[src/rtl/dps_pkg.sv]
package dps_pkg;

  localparam int SIDE_SRC = 0;
  localparam int SIDE_DST = 1;

  // control-word field positions in descriptor word 3
  localparam int CMD_LSB  = 3;
  localparam int CMD_W    = 2;
  localparam int INTR_BIT = 2;
  localparam int TYPE_BIT = 1;
  localparam int COH_BIT  = 0;

  typedef enum logic [2:0] {
    ST_IDLE,
    ST_CHECK,
    ST_LINK,
    ST_RECV,
    ST_RECVL
  } seq_state_t;

endpackage

[src/rtl/dps_dscr_store.sv]
module dps_dscr_store #(
  parameter int DW    = 32,
  parameter int WORDS = 4,
  localparam int CNT_W = $clog2(WORDS),
  localparam int TOT_W = WORDS * DW
) (
  input  logic             clk,
  input  logic             rst,
  input  logic             we_i,
  input  logic [CNT_W-1:0] idx_i,
  input  logic [DW-1:0]    data_i,
  input  logic             ld_i,
  input  logic [TOT_W-1:0] ld_words_i,
  output logic [TOT_W-1:0] words_o
);

  for (genvar g = 0; g < WORDS; g++) begin : g_word
    logic [DW-1:0] word_q;

    always_ff @(posedge clk) begin
      if (rst) begin
        word_q <= '0;
      end else if (ld_i) begin
        word_q <= ld_words_i[g*DW +: DW];
      end else if (we_i && (idx_i == CNT_W'(g))) begin
        word_q <= data_i;
      end
    end

    assign words_o[g*DW +: DW] = word_q;
  end

endmodule

[src/rtl/dps_dscr_decode.sv]
module dps_dscr_decode
  import dps_pkg::*;
#(
  parameter int AW     = 49,
  parameter int DW     = 32,
  parameter int WORDS  = 4,
  parameter int SIZE_W = 30,
  localparam int TOT_W = WORDS * DW,
  localparam int HI_W  = AW - DW
) (
  input  logic [TOT_W-1:0]  words_i,
  output logic [AW-1:0]     buf_addr_o,
  output logic [SIZE_W-1:0] size_o,
  output logic [CMD_W-1:0]  cmd_o,
  output logic              intr_o,
  output logic              type_o,
  output logic              coh_o
);

  logic [DW-1:0] w0, w1, w2, w3;

  assign w0 = words_i[0*DW +: DW];
  assign w1 = words_i[1*DW +: DW];
  assign w2 = words_i[2*DW +: DW];
  assign w3 = words_i[3*DW +: DW];

  assign buf_addr_o = {w1[HI_W-1:0], w0};
  assign size_o     = w2[SIZE_W-1:0];
  assign cmd_o      = w3[CMD_LSB +: CMD_W];
  assign intr_o     = w3[INTR_BIT];
  assign type_o     = w3[TYPE_BIT];
  assign coh_o      = w3[COH_BIT];

  logic unused_bits;
  assign unused_bits = ^{w1[DW-1:HI_W], w2[DW-1:SIZE_W], w3[DW-1:CMD_LSB+CMD_W]};

endmodule

[src/rtl/dps_ctrl.sv]
module dps_ctrl
  import dps_pkg::*;
#(
  parameter int AW         = 49,
  parameter int DW         = 32,
  parameter int WORDS      = 4,
  parameter int LINK_WORDS = 2,
  parameter int DSCR_BYTES = 16,
  localparam int CNT_W  = $clog2(WORDS),
  localparam int LEN_W  = $clog2(WORDS + 1),
  localparam int AL_W   = $clog2(DSCR_BYTES),
  localparam int LINK_W = LINK_WORDS * DW
) (
  input  logic             clk,
  input  logic             rst,
  input  logic             start_i,
  input  logic             adv_src_i,
  input  logic             adv_dst_i,
  input  logic             mem_mode_i,
  input  logic [AW-1:0]    src_start_i,
  input  logic [AW-1:0]    dst_start_i,
  input  logic             src_type_i,
  input  logic             dst_type_i,
  input  logic             mem_rsp_valid_i,
  input  logic [DW-1:0]    mem_rsp_data_i,
  output logic             mem_req_valid_o,
  output logic [AW-1:0]    mem_req_addr_o,
  output logic [LEN_W-1:0] mem_req_len_o,
  output logic [1:0]       dscr_we_o,
  output logic [CNT_W-1:0] dscr_idx_o,
  output logic [DW-1:0]    dscr_data_o,
  output logic [1:0]       reg_ld_o,
  output logic [AW-1:0]    src_ptr_o,
  output logic [AW-1:0]    dst_ptr_o,
  output logic             busy_o,
  output logic             err_o,
  output logic             src_err_o,
  output logic             dst_err_o
);

  seq_state_t st_q;
  logic              side_q;
  logic              chain_q;
  logic [CNT_W-1:0]  cnt_q;
  logic [LINK_W-DW-1:0] link_q;
  logic [AW-1:0]     ptr_q [2];
  logic              busy_q, err_q, req_v_q;
  logic [1:0]        errp_q;
  logic [AW-1:0]     req_addr_q;
  logic [LEN_W-1:0]  req_len_q;

  // command decode, priority start > destination > source
  logic idle, cmd_start, cmd_dst, cmd_src, cmd_side, cmd_type;
  assign idle      = (st_q == ST_IDLE);
  assign cmd_start = start_i;
  assign cmd_dst   = !start_i && !err_q && adv_dst_i;
  assign cmd_src   = !start_i && !err_q && !adv_dst_i && adv_src_i;
  assign cmd_side  = cmd_dst;
  assign cmd_type  = cmd_dst ? dst_type_i : src_type_i;

  logic [AW-1:0] cur_ptr;
  logic          misal;
  assign cur_ptr = ptr_q[side_q];
  assign misal   = |cur_ptr[AL_W-1:0];

  logic [LINK_W-1:0] link_nx;
  assign link_nx = {mem_rsp_data_i, link_q};

  logic unused_link;
  assign unused_link = ^link_nx[LINK_W-1:AW];

  logic rsp_take;
  assign rsp_take = (st_q == ST_RECV) && mem_rsp_valid_i;

  assign dscr_we_o[SIDE_SRC] = rsp_take && (side_q == 1'(SIDE_SRC));
  assign dscr_we_o[SIDE_DST] = rsp_take && (side_q == 1'(SIDE_DST));
  assign dscr_idx_o          = cnt_q;
  assign dscr_data_o         = mem_rsp_data_i;

  assign reg_ld_o[SIDE_SRC] = idle && !mem_mode_i && (cmd_start || cmd_src);
  assign reg_ld_o[SIDE_DST] = idle && !mem_mode_i && (cmd_start || cmd_dst);

  always_ff @(posedge clk) begin
    if (rst) begin
      st_q       <= ST_IDLE;
      side_q     <= 1'b0;
      chain_q    <= 1'b0;
      cnt_q      <= '0;
      link_q     <= '0;
      ptr_q[0]   <= '0;
      ptr_q[1]   <= '0;
      busy_q     <= 1'b0;
      err_q      <= 1'b0;
      errp_q     <= '0;
      req_v_q    <= 1'b0;
      req_addr_q <= '0;
      req_len_q  <= '0;
    end else begin
      req_v_q <= 1'b0;
      errp_q  <= '0;
      unique case (st_q)
        ST_IDLE: begin
          if (cmd_start) begin
            ptr_q[SIDE_SRC] <= src_start_i;
            ptr_q[SIDE_DST] <= dst_start_i;
            err_q           <= 1'b0;
            if (mem_mode_i) begin
              side_q  <= 1'(SIDE_DST);
              chain_q <= 1'b1;
              busy_q  <= 1'b1;
              st_q    <= ST_CHECK;
            end
          end else if ((cmd_dst || cmd_src) && mem_mode_i) begin
            side_q  <= cmd_side;
            chain_q <= 1'b0;
            busy_q  <= 1'b1;
            if (cmd_type) begin
              st_q <= ST_LINK;
            end else begin
              ptr_q[cmd_side] <= ptr_q[cmd_side] + AW'(DSCR_BYTES);
              st_q            <= ST_CHECK;
            end
          end
        end
        ST_CHECK, ST_LINK: begin
          if (misal) begin
            err_q          <= 1'b1;
            errp_q[side_q] <= 1'b1;
            busy_q         <= 1'b0;
            st_q           <= ST_IDLE;
          end else begin
            req_v_q <= 1'b1;
            cnt_q   <= '0;
            if (st_q == ST_CHECK) begin
              req_addr_q <= cur_ptr;
              req_len_q  <= LEN_W'(WORDS);
              st_q       <= ST_RECV;
            end else begin
              req_addr_q <= cur_ptr + AW'(DSCR_BYTES);
              req_len_q  <= LEN_W'(LINK_WORDS);
              st_q       <= ST_RECVL;
            end
          end
        end
        ST_RECV: begin
          if (mem_rsp_valid_i) begin
            cnt_q <= cnt_q + 1'b1;
            if (cnt_q == CNT_W'(WORDS - 1)) begin
              if (chain_q) begin
                chain_q <= 1'b0;
                side_q  <= 1'(SIDE_SRC);
                st_q    <= ST_CHECK;
              end else begin
                busy_q <= 1'b0;
                st_q   <= ST_IDLE;
              end
            end
          end
        end
        ST_RECVL: begin
          if (mem_rsp_valid_i) begin
            cnt_q  <= cnt_q + 1'b1;
            link_q <= link_nx[LINK_W-1:DW];
            if (cnt_q == CNT_W'(LINK_WORDS - 1)) begin
              ptr_q[side_q] <= link_nx[AW-1:0];
              st_q          <= ST_CHECK;
            end
          end
        end
        default: st_q <= ST_IDLE;
      endcase
    end
  end

  assign mem_req_valid_o = req_v_q;
  assign mem_req_addr_o  = req_addr_q;
  assign mem_req_len_o   = req_len_q;
  assign src_ptr_o       = ptr_q[SIDE_SRC];
  assign dst_ptr_o       = ptr_q[SIDE_DST];
  assign busy_o          = busy_q;
  assign err_o           = err_q;
  assign src_err_o       = errp_q[SIDE_SRC];
  assign dst_err_o       = errp_q[SIDE_DST];


  single_req_chk: assert property (@(posedge clk) disable iff (rst)
    mem_req_valid_o |=> !mem_req_valid_o);


  req_busy_chk: assert property (@(posedge clk) disable iff (rst)
    mem_req_valid_o |-> busy_o);


  req_align_chk: assert property (@(posedge clk) disable iff (rst)
    mem_req_valid_o |-> (mem_req_addr_o[AL_W-1:0] == '0));


  err_cause_chk: assert property (@(posedge clk) disable iff (rst)
    $rose(err_o) |-> ($countones({src_err_o, dst_err_o}) == 1) && !busy_o);


  cause_onehot_chk: assert property (@(posedge clk) disable iff (rst)
    $onehot0({src_err_o, dst_err_o}));


  err_no_req_chk: assert property (@(posedge clk) disable iff (rst)
    (err_o && $stable(err_o)) |-> !mem_req_valid_o);

endmodule

[src/rtl/dps_seq.sv]
module dps_seq
  import dps_pkg::*;
#(
  parameter int AW         = 49,
  parameter int DW         = 32,
  parameter int WORDS      = 4,
  parameter int LINK_WORDS = 2,
  parameter int DSCR_BYTES = 16,
  parameter int SIZE_W     = 30,
  localparam int LEN_W  = $clog2(WORDS + 1),
  localparam int CNT_W  = $clog2(WORDS),
  localparam int TOT_W  = WORDS * DW
) (
  input  logic              clk,
  input  logic              rst,
  input  logic              start_i,
  input  logic              adv_src_i,
  input  logic              adv_dst_i,
  input  logic              mem_mode_i,
  input  logic [AW-1:0]     src_start_i,
  input  logic [AW-1:0]     dst_start_i,
  input  logic [TOT_W-1:0]  src_reg_dscr_i,
  input  logic [TOT_W-1:0]  dst_reg_dscr_i,
  output logic              mem_req_valid_o,
  output logic [AW-1:0]     mem_req_addr_o,
  output logic [LEN_W-1:0]  mem_req_len_o,
  input  logic              mem_rsp_valid_i,
  input  logic [DW-1:0]     mem_rsp_data_i,
  output logic              busy_o,
  output logic              err_o,
  output logic              src_dscr_err_o,
  output logic              dst_dscr_err_o,
  output logic [AW-1:0]     src_ptr_o,
  output logic [AW-1:0]     dst_ptr_o,
  output logic [AW-1:0]     src_buf_addr_o,
  output logic [SIZE_W-1:0] src_size_o,
  output logic [CMD_W-1:0]  src_cmd_o,
  output logic              src_intr_o,
  output logic              src_type_o,
  output logic              src_coh_o,
  output logic [AW-1:0]     dst_buf_addr_o,
  output logic [SIZE_W-1:0] dst_size_o,
  output logic [CMD_W-1:0]  dst_cmd_o,
  output logic              dst_intr_o,
  output logic              dst_type_o,
  output logic              dst_coh_o
);

  logic [1:0]        dscr_we, reg_ld;
  logic [CNT_W-1:0]  dscr_idx;
  logic [DW-1:0]     dscr_data;

  logic [AW-1:0]     buf_a  [2];
  logic [SIZE_W-1:0] size_a [2];
  logic [CMD_W-1:0]  cmd_a  [2];
  logic [1:0]        intr_a, type_a, coh_a;

  dps_ctrl #(
    .AW(AW), .DW(DW), .WORDS(WORDS),
    .LINK_WORDS(LINK_WORDS), .DSCR_BYTES(DSCR_BYTES)
  ) u_ctrl (
    .clk             (clk),
    .rst             (rst),
    .start_i         (start_i),
    .adv_src_i       (adv_src_i),
    .adv_dst_i       (adv_dst_i),
    .mem_mode_i      (mem_mode_i),
    .src_start_i     (src_start_i),
    .dst_start_i     (dst_start_i),
    .src_type_i      (type_a[SIDE_SRC]),
    .dst_type_i      (type_a[SIDE_DST]),
    .mem_rsp_valid_i (mem_rsp_valid_i),
    .mem_rsp_data_i  (mem_rsp_data_i),
    .mem_req_valid_o (mem_req_valid_o),
    .mem_req_addr_o  (mem_req_addr_o),
    .mem_req_len_o   (mem_req_len_o),
    .dscr_we_o       (dscr_we),
    .dscr_idx_o      (dscr_idx),
    .dscr_data_o     (dscr_data),
    .reg_ld_o        (reg_ld),
    .src_ptr_o       (src_ptr_o),
    .dst_ptr_o       (dst_ptr_o),
    .busy_o          (busy_o),
    .err_o           (err_o),
    .src_err_o       (src_dscr_err_o),
    .dst_err_o       (dst_dscr_err_o)
  );

  for (genvar s = 0; s < 2; s++) begin : g_side
    logic [TOT_W-1:0] words;
    logic [TOT_W-1:0] reg_words;
    logic             t_intr, t_type, t_coh;

    assign reg_words = (s == SIDE_SRC) ? src_reg_dscr_i : dst_reg_dscr_i;

    dps_dscr_store #(.DW(DW), .WORDS(WORDS)) u_store (
      .clk        (clk),
      .rst        (rst),
      .we_i       (dscr_we[s]),
      .idx_i      (dscr_idx),
      .data_i     (dscr_data),
      .ld_i       (reg_ld[s]),
      .ld_words_i (reg_words),
      .words_o    (words)
    );

    dps_dscr_decode #(.AW(AW), .DW(DW), .WORDS(WORDS), .SIZE_W(SIZE_W)) u_dec (
      .words_i    (words),
      .buf_addr_o (buf_a[s]),
      .size_o     (size_a[s]),
      .cmd_o      (cmd_a[s]),
      .intr_o     (t_intr),
      .type_o     (t_type),
      .coh_o      (t_coh)
    );

    assign intr_a[s] = t_intr;
    assign type_a[s] = t_type;
    assign coh_a[s]  = t_coh;
  end

  assign src_buf_addr_o = buf_a[SIDE_SRC];
  assign src_size_o     = size_a[SIDE_SRC];
  assign src_cmd_o      = cmd_a[SIDE_SRC];
  assign src_intr_o     = intr_a[SIDE_SRC];
  assign src_type_o     = type_a[SIDE_SRC];
  assign src_coh_o      = coh_a[SIDE_SRC];
  assign dst_buf_addr_o = buf_a[SIDE_DST];
  assign dst_size_o     = size_a[SIDE_DST];
  assign dst_cmd_o      = cmd_a[SIDE_DST];
  assign dst_intr_o     = intr_a[SIDE_DST];
  assign dst_type_o     = type_a[SIDE_DST];
  assign dst_coh_o      = coh_a[SIDE_DST];

endmodule

[config.mk]
export PLATFORM = sky130hd
export DESIGN_NAME = dps_seq
export DESIGN_NICKNAME = d
export VERILOG_FILES = /design/src/rtl/dps_pkg.sv /design/src/rtl/dps_dscr_store.sv /design/src/rtl/dps_dscr_decode.sv /design/src/rtl/dps_ctrl.sv /design/src/rtl/dps_seq.sv
export SDC_FILE = /design/constraint.sdc
export NUM_CORES = 1
export LEC_CHECK = 0
export BUFFER_PORTS_ARGS = -buffer_cell sky130_fd_sc_hd__buf_2
export CAP_MARGIN = 15
export CORE_AREA = 2 2 277 279
export DETAILED_ROUTE_END_ITERATION = 10
export DIE_AREA = 0 0 279 281
export GPL_ROUTABILITY_DRIVEN = 1
export HOLD_SLACK_MARGIN = 0.03
export PLACE_DENSITY_LB_ADDON = 0.25
export SLEW_MARGIN = 20
export SYNTH_ARGS = -nofsm -noshare
export SYNTH_HDL_FRONTEND = slang
export SYNTH_SLANG_ARGS = --single-unit
[constraint.sdc]
create_clock -name clk -period 4.85 [get_ports clk]
set_clock_uncertainty 0.2 [all_clocks]
set_input_delay 0.485 -clock clk [delete_from_list [all_inputs] [get_ports clk]]
set_output_delay 0.485 -clock clk [all_outputs]
set_load 0.03 [all_outputs]
# --- Word level (Yosys, flattened, before mapping) ---
# Memories as Yosys holds them, arrays and structs flattened. A register that Yosys moved wholly into a read port is not among the register bits.
# Index checks and enable logic that the tools add are counted.
# W data, S select, Z words.
word_totals:
  register_bits: 264
  ram_bits: 98
  output_inout_bits: 323
  wordCells: 191
  n_memories: 1
mem_list:
  columns: ["memory", "words", "width", "read_ports", "rd_ports_with_merged_regs", "write_ports", "line", "source"]
  rows:
  - ["u_ctrl.ptr_q", 2, 49, 4, 1, 2, "dps_ctrl.sv:46", "logic [AW-1:0] ptr_q [2];"]
classes:
  n_addsub: 3
  n_lt_le_gt_ge: 2
  eq_ne: 19
  muxes: 86
  bitwise_logic: 5
  reduce_logical: 56
ops:
  columns: ["op", "n"]
  rows:
  - ["$mux W49", 5]
  - ["$mux W32", 4]
  - ["$mux W30", 4]
  - ["$add A49 B5 Y49 const B", 2]
  - ["$reduce_or A49 Y1", 2]
  - ["$mux W17", 4]
  - ["$mux W1", 45]
  - ["$mux W3", 10]
  - ["$reduce_bool A2 Y1", 11]
  - ["$logic_and A1 B1 Y1", 20]
  - ["$mux W5", 4]
  - ["$pmux W3 S4", 1]
  - ["$reduce_and A6 Y1", 2]
  - ["$ne A2 B1 Y1 const B", 5]
  - ["$ne A2 B2 Y1 const B", 5]
  - ["$reduce_and A7 Y1", 1]
  - ["$eq A3 B2 Y1 const B", 2]
  - ["$mux W2", 3]
  - ["$ne A3 B3 Y1 const B", 2]
  - ["$pmux W1 S2", 3]
  - ["$reduce_and A3 Y1", 2]
  - ["$reduce_or A2 Y1", 3]
  - ["$reduce_and A5 Y1", 1]
  - ["$eq A2 B2 Y1 const B", 2]
  - ["other kinds (19)", 28]

# --- Longest topological paths before layout ---
# Gate-level depths: netlist (run 1).
depth:
  depth_word: 14
  ltp_mapped: 16
  mapped_depth_nobuf: 10

# --- Hierarchy ---
# From an unflattened synthesis (run 1), not the netlist that was laid out.
unflattened:
  cells_unflattened: 2907
  area_unflattened_um2: 26686.8
by_module_without_submodules:
  columns: ["module", "n_inst", "cells_each", "area_each_um2", "seq_area_each_um2"]
  rows:
  - ["dps_dscr_store", 2, 655, 6461.2, 2562.5]
  - ["dps_ctrl", 1, 1429, 12503.2, 4864.7]
  - ["dps_dscr_decode", 2, 84, 630.6, 0.0]

# --- Least setup slack after synthesis (run 1) ---
# No wires, ideal clock.
synth_timing:
  path_kind: "input port to flip-flop"
  from: "input start_i"
  to: "memory u_ctrl.ptr_q[1][20] (data pin)"
  setup_ns: 0.261
  arrival_ns: 3.450
  required_ns: 4.389
  setup_slack_ns: 0.939
  cell_stages: 15
  path_buffers: 5
  path_cell_list: "buf_6 nor3b_4 buf_2 clkbuf_1 buf_2 nand2_1 nand2_1 ha_1 clkbuf_1 nand2_1 nor4_2 o221ai_1 o21ai_0 a21oi_1 a221o_1"
synth_rtl:
  columns: ["element", "line", "source"]
  rows:
  - ["start, declared", "dps_seq.sv:16", "input logic start_i,"]
  - ["end, declared", "dps_ctrl.sv:46", null]

==> results of run 1 <==
final timing paths:
path | startpoint | end | cells after the start
worst max-delay path | register | u_ctrl.mem_req_addr_o[43] | 7
worst min-delay path | dst_reg_dscr_i[79] | g_side[1].u_store.g_word[2].word_q[15] | 3
worst max register to register | register | u_ctrl.mem_req_addr_o[43] | 7
worst min register to register | u_ctrl.mem_req_addr_o[47] | u_ctrl.mem_req_addr_o[47] | 2
worst reg2reg max path: stages (launching register included):
cell      delay [ns]
dfxtp_4         0.63
buf_4           0.66
mux2i_1         0.36
a211oi_2        0.49
nand4_1         0.39
or4_1           0.56
nand3_1         0.13
a21oi_1         0.08
kinds of logic after synthesis:
group                      Yosys count  synth area share [%]
AOI/OAI and AO/OA                  562                  20.0
xor gates and xnor gates            72                  3.17
adders and majority gates            6                 0.377
buffers and inverters              245                  5.28
DFF                                362                  41.3
muxes                              130                  6.62
other                                1                0.0188
and+or+nand+nor                    953                  23.2
power breakdown:
part	switching, mW	leakage, nW	internal, mW
sequential	0.436	3.23	3.46
combinational	1.73	6.72	0.884
clock	1.42	0.701	1.90
cell type report:
cell class / instances / share of cell area [%]
clock buffers: 68 / 4.73
clock inverters: 15 / 0.466
diodes: 4 / 0.0365
repair buffers: 893 / 20.9
multi-input cells: 1724 / 39.0
well taps: 978 / 4.47
inverters: 21 / 0.288
flip-flops and latches: 362 / 30.0
Yosys cell counts (all sizes together) (5+ instances only):
cell / count
o22ai: 8
nor2b: 5
buf: 50
nor3b: 13
a31oi: 7
o21a: 7
nor2: 238
a22o: 8
and3: 14
nand4b: 7
dfxtp: 264
edfxtp: 98
and2: 15
nor4: 36
nand2b: 7
o211ai: 7
nand3: 127
o31ai: 11
nand3b: 24
nor3: 44
a22oi: 77
o221ai: 6
inv: 21
mux2: 14
a21o: 6
o21ai: 131
nand2: 362
mux2i: 116
a211oi: 62
clkbuf: 174
o31a: 5
xnor2: 46
a311oi: 113
ha: 6
xor2: 26
a21oi: 83
nand4: 41
or3: 8
sequential cells by signal (all words and copies together) (netlist names), 2 cells and up, named ones only:
name / count
u_ctrl.errp_q: 2
u_ctrl.mem_req_addr_o: 49
u_ctrl.dscr_idx_o: 2
u_ctrl.st_q: 3
g_side.u_store.g_word.word_q: 168
u_ctrl.link_q: 32
u_ctrl.mem_req_len_o: 2
u_ctrl.ptr_q: 98
per-layer routing:
metal | GRT usage [%] | up-vias | routed length, um
met2 | 39.6 | 995 | 45900
met5 | 0 | - | 34
li1 | - | 9965 | -
met1 | 29.1 | 10300 | 39100
met4 | 10.3 | 6 | 4160
met3 | 4.38 | 170 | 6860
==> impl_metrics.py, run 1 <==
metrics = {
    "detailed_routing": {
        "routed-via-count": 21400,
        "dr.pass1.iters": 5,
        "routed_via_density": 5.27,
        "antenna_left": 0,
        "drc_errors": 0,
        "drtIter0Drc": 1549,
        "wire_per_inst_um": 23.6,
        "finalWirelength_mm": 96.1,
    },
    "yosys": {
        "synth_nets": 2730,
        "yosysWarnings": 0,
        "syn_avg_cell_area_sq_um": 8.54,
        "synthCells": 2331,
        "synthTopCellsByArea": "dfxtp_1, edfxtp_1, nand2_1, mux2i_1, a311oi_1",
        "yosysUniqueCellTypes": 85,
        "ys_ff_latch": 362,
        "yosysSeqAreaShare_pct": 41.3,
        "synth_top_area_share_pct": 26.5,
        "synth.largest_area_cell": "dfxtp_1",
        "syn_area_sq_um": 19900,
        "synth_edf_count": 98,
        "ys.flop_type": "dfxtp_1",
        "async_flop_share_pct": 0,
    },
    "critical_path": {
        "r2r_slack_ns": 1.20,
        "path_buf_inv": 1,
        "crit_required_ns": 5.08,
        "cp_max_fo": 56,
        "cp-start-kind": "register",
        "endpoint_kind": "register",
        "critPathMaxStageDelay_ns": 0.63,
        "crit_type": "register to register",
        "crit_family": "simple AND/OR/NAND/NOR gates",
        "path_cells": "buf_4 > mux2i_1 > a211oi_2 > nand4_1 > or4_1 > nand3_1 > a21oi_1",
        "critPathArrivalTime_ns": 3.88,
        "slowest_stage": "dfxtp_4",
    },
    "floorplan": {
        "die_h_um": 281,
        "die_w_um": 279,
        "dieArea_sq_um": 78400,
        "core_area_sq_um": 75400,
        "start_util_pct": 26.4,
        "top_level_ports": 716,
        "row_count": 101,
    },
    "clock_network": {
        "clock_latency_ns": 0.59,
        "h-tree-depth": 2,
        "cts_hold_buffers": 221,
        "cts_root_buf": "clkbuf_16",
        "numCtsBuffers": 45,
        "post_cts_resized": 0,
        "cts_sinks": 362,
        "cts_buffer_depth": 3,
        "cts_tree": "yes",
        "path_clk_slew_ns": 0.06,
        "cts_setup_buffers": 0,
    },
    "cells_and_area": {
        "nets": 3446,
        "utilization_pct": 36.3,
        "final_common_cell": "buf_2",
        "finalNonFillerCells": 4065,
        "drive_above_1_share_pct": 26.4,
        "mostFrequentLayoutCells": "buf_2, nand2_1, dfxtp_1, nor2_1, dlygate4sd3_1",
        "syn2layout_area_growth_pct": 37.6,
        "multi_input_comb_area_sq_um": 10700,
        "final-seq-area_sq_um": 8230,
        "nFillCells": 7853,
        "final_cell_area_sq_um": 27400,
    },
    "sta": {
        "fin_hold_ws_ns": 0.0522,
        "setup_viol": 0,
        "hold_viol_final": 0,
        "fin_crit_sh_pct": 75.3,
        "period_needed_ns": 3.65,
        "tightest_slew_ns": 1.14,
        "slew_viol_final": 0,
        "max_freq_mhz": 274,
        "setup_ws_ns": 1.20,
        "grt_setup_unrepaired": "false",
        "slew_headroom_pct": 23.9,
        "tns_ns": 0,
    },
    "status": {
        "status": "finished, final reports clean",
    },
    "global_routing": {
        "grt_use_total_pct": 23.4,
        "antenna_found_initial": 6,
        "grt_start_max_net_pins": 162,
        "grt_overflow_total": 0,
        "grt_pass1_wl_mm": 139,
        "grt_pass1_vias": 20800,
    },
    "placed_design": {
        "hpwlAfterDp_mm": 67.8,
        "place.gp.congestion": 0.895,
        "numPlacedInstances": 3757,
        "port_buffers": 626,
        "placed_area_sq_um": 23700,
        "dp_slack_ns": 0.921,
    },
    "worst_hold_path": {
        "hp-class": "primary input to register",
    },
    "flow_run": {
        "drv_cap": 0,
    },
    "pwr": {
        "irDropWorstVdd_uv": 228,
        "finalPower_mw": 9.83,
        "powerDensity_nw_per_um2": 359,
        "p_leak_nw": 10.7,
    },
}
(Power assumes the default switching activity.)
==> run 2, diff against run 1 <==
==> constraint.sdc (replaced) <==
create_clock -name clk -period 3.71 [get_ports clk]
set_clock_uncertainty 0.2 [all_clocks]
set_input_delay 0.371 -clock clk [delete_from_list [all_inputs] [get_ports clk]]
set_output_delay 0.371 -clock clk [all_outputs]
set_load 0.03 [all_outputs]
==> run 2 against run 1 <==
Net effect:
- setup slack got worse by 0.91 ns
- sequential share of layout area decreased by 1.5 points
- core utilization increased by 1.9 points
- count of clock-buffer cells in the layout decreased by 1
- largest cell class unchanged
- largest power group unchanged
==> impl_metrics.py, run 2 (synthesis results as in run 1) <==
metrics = {
    "status": {
        "status": "finished, final reports clean",
    },
    "pwr": {
        "finalPower_mw": 13.3,
        "p_leak_nw": 11.4,
        "powerDensity_nw_per_um2": 463,
        "irDropWorstVdd_uv": 340,
        "switching_share_pct": 35.9,
        "power.switching_mw": 4.80,
        "power_frac_comb_pct": 27.3,
        "clockPowerShare_pct": 34.8,
        "seqPwrFrac_pct": 37.9,
        "p_int_mw": 8.55,
    },
    "sta": {
        "slew_viol_final": 0,
        "max_freq_mhz": 292,
        "grt_setup_unrepaired": "false",
        "setup_viol": 0,
        "tightest_slew_ns": 1.10,
        "slew_headroom_pct": 26.7,
        "period_needed_ns": 3.42,
        "fin_crit_sh_pct": 92.2,
        "hold_viol_final": 0,
        "tns_ns": 0,
    },
    "clock_network": {
        "cts_root_buf": "clkbuf_16",
        "cts_buffer_depth": 3,
        "cts_tree": "yes",
        "path_clk_slew_ns": 0.06,
        "clock_latency_ns": 0.60,
        "numCtsBuffers": 46,
        "h-tree-depth": 2,
        "cts_setup_buffers": 0,
        "cts_sinks": 362,
    },
    "detailed_routing": {
        "drtIter0Drc": 1604,
        "drc_errors": 0,
        "dr.pass1.iters": 7,
        "finalWirelength_mm": 98.1,
        "antenna_left": 0,
        "routed-via-count": 22000,
        "wire_per_inst_um": 23.5,
        "routed_via_density": 5.25,
    },
    "cells_and_area": {
        "nFillCells": 7675,
        "finalNonFillerCells": 4184,
        "final-seq-area_sq_um": 8230,
        "syn2layout_area_growth_pct": 44.7,
        "multi_input_comb_area_sq_um": 10700,
        "final_common_cell": "buf_2",
        "drive_above_1_share_pct": 26.3,
        "mostFrequentLayoutCells": "buf_2, nand2_1, dlygate4sd3_1, dfxtp_1, nor2_1",
        "final_cell_area_sq_um": 28800,
        "regMostFlops": "g_side.u_store.g_word.word_q",
        "num_antenna_cells": 0,
        "largest_reg_flops": 168,
        "utilization_pct": 38.2,
        "nets": 3568,
    },
    "critical_path": {
        "r2r_start": "u_ctrl.st_q[0]",
        "cp-start-kind": "register",
        "critPathArrivalTime_ns": 3.68,
        "reg2reg_depth": 9,
        "r2r_slack_ns": 0.29,
        "crit_required_ns": 3.97,
        "crit_type": "register to register",
        "endpoint_kind": "register",
        "cp_max_fo": 32,
        "worstReg2RegEnd": "g_side[1].u_store.g_word[0].word_q[24]",
    },
    "worst_hold_path": {
        "worstHoldStart": "mem_rsp_data_i[1]",
        "min_to": "u_ctrl.link_q[1]",
        "min_path_cells": 3,
        "hp-class": "primary input to register",
    },
    "floorplan": {
        "die_h_um": 281,
        "start_util_pct": 26.4,
        "dieArea_sq_um": 78400,
        "die_w_um": 279,
        "top_level_ports": 716,
        "row_count": 101,
        "core_area_sq_um": 75400,
    },
    "placed_design": {
        "port_buffers": 626,
        "place.gp.congestion": 0.894,
        "hpwlAfterDp_mm": 69.1,
        "numPlacedInstances": 3771,
        "placed_area_sq_um": 24000,
    },
    "global_routing": {
        "grt_overflow_total": 0,
        "grt_use_total_pct": 24.0,
        "antenna_found_initial": 5,
        "grt_start_max_net_pins": 160,
        "grt_pass1_wl_mm": 142,
        "grt_pass1_vias": 21100,
    },
    "flow_run": {
        "drv_cap": 0,
    },
}
run 2: cell count changes in the layout (fill, tap and decap cells not counted), moves of 3 or more:
cell / delta
clkinv_2: +3
buf_4: +6
buf_12: +9
clkbuf_1: -7
diode_2: -4
inv_6: +3
clkbuf_16: +5
dlygate4sd3_1: +106
run 2: layer usage:
layer	share of wire [%]	wire (um)	vias up	track usage [%]
li1	-	-	10200	-
met1	41	40200	10500	30.0
met2	48	47300	1015	40.8
met3	7.0	6890	192	4.41
met4	3.8	3710	6	9.04
met5	0.041	40	-	0
run 2: repair_timing:
action                                  4_1_cts  5_1_grt
endpoints found under the setup margin        0       15
endpoints found under the hold margin       295        0
gates resized for setup                       0        1
hold buffers                                327        0
run 2: cell type report:
class	instances	share of cell area [%]
multi-input combinational	1724	37.1
timing repair buffer	1014	24.4
tap	978	4.25
clock inverter	18	0.508
inverter	21	0.274
sequential	362	28.6
clock buffer	67	4.91
run 2: metrics by stage:
stage,worst slack [ns],hold slack [ns]
floorplan,0.0788,0.233
global placement,0.418,0.234
detailed placement,0.396,0.239
CTS,0.218,0.0350
global route,0.0117,0.0365
finish,0.289,0.0547
run 2: worst max-delay path, cell delays in order, from the launching register on:
cell and delay, ns:
dfxtp_1 0.69, nand2b_1 0.16, nor2_1 0.24, and3_2 0.50, buf_4 0.31, nand2_1 0.08
buf_4 0.28, nand2_1 0.12, a311oi_1 0.10, dlygate4sd3_1 0.61
run 2: how the worst max path moves through the flow:
stage	to	from	slack, ns	cells after the start
4_1_cts	g_side[1].u_store.g_word[0].word_q[23]	u_ctrl.st_q[1]	0.22	9
3_5_place_dp	u_ctrl.mem_req_addr_o[46]	register	0.40	7
2_1_floorplan	u_ctrl.ptr_q[1][20]	start_i	0.08	15
6_report	g_side[1].u_store.g_word[0].word_q[24]	u_ctrl.st_q[0]	0.29	9
5_1_grt	g_side[1].u_store.g_word[0].word_q[24]	u_ctrl.st_q[0]	0.01	9
3_3_place_gp	u_ctrl.ptr_q[0][46]	adv_dst_i	0.42	8
run 2: power by group through the flow:
stage | combinational, mW | sequential [mW] | clock, mW
5_1_grt | 3.89 | 5.10 | 4.91
6_report | 3.65 | 5.06 | 4.64
3_3_place_gp | 3.30 | 5.12 | 0
4_1_cts | 3.63 | 5.04 | 4.74
2_1_floorplan | 1.40 | 5.70 | 0
3_5_place_dp | 3.31 | 5.11 | 0
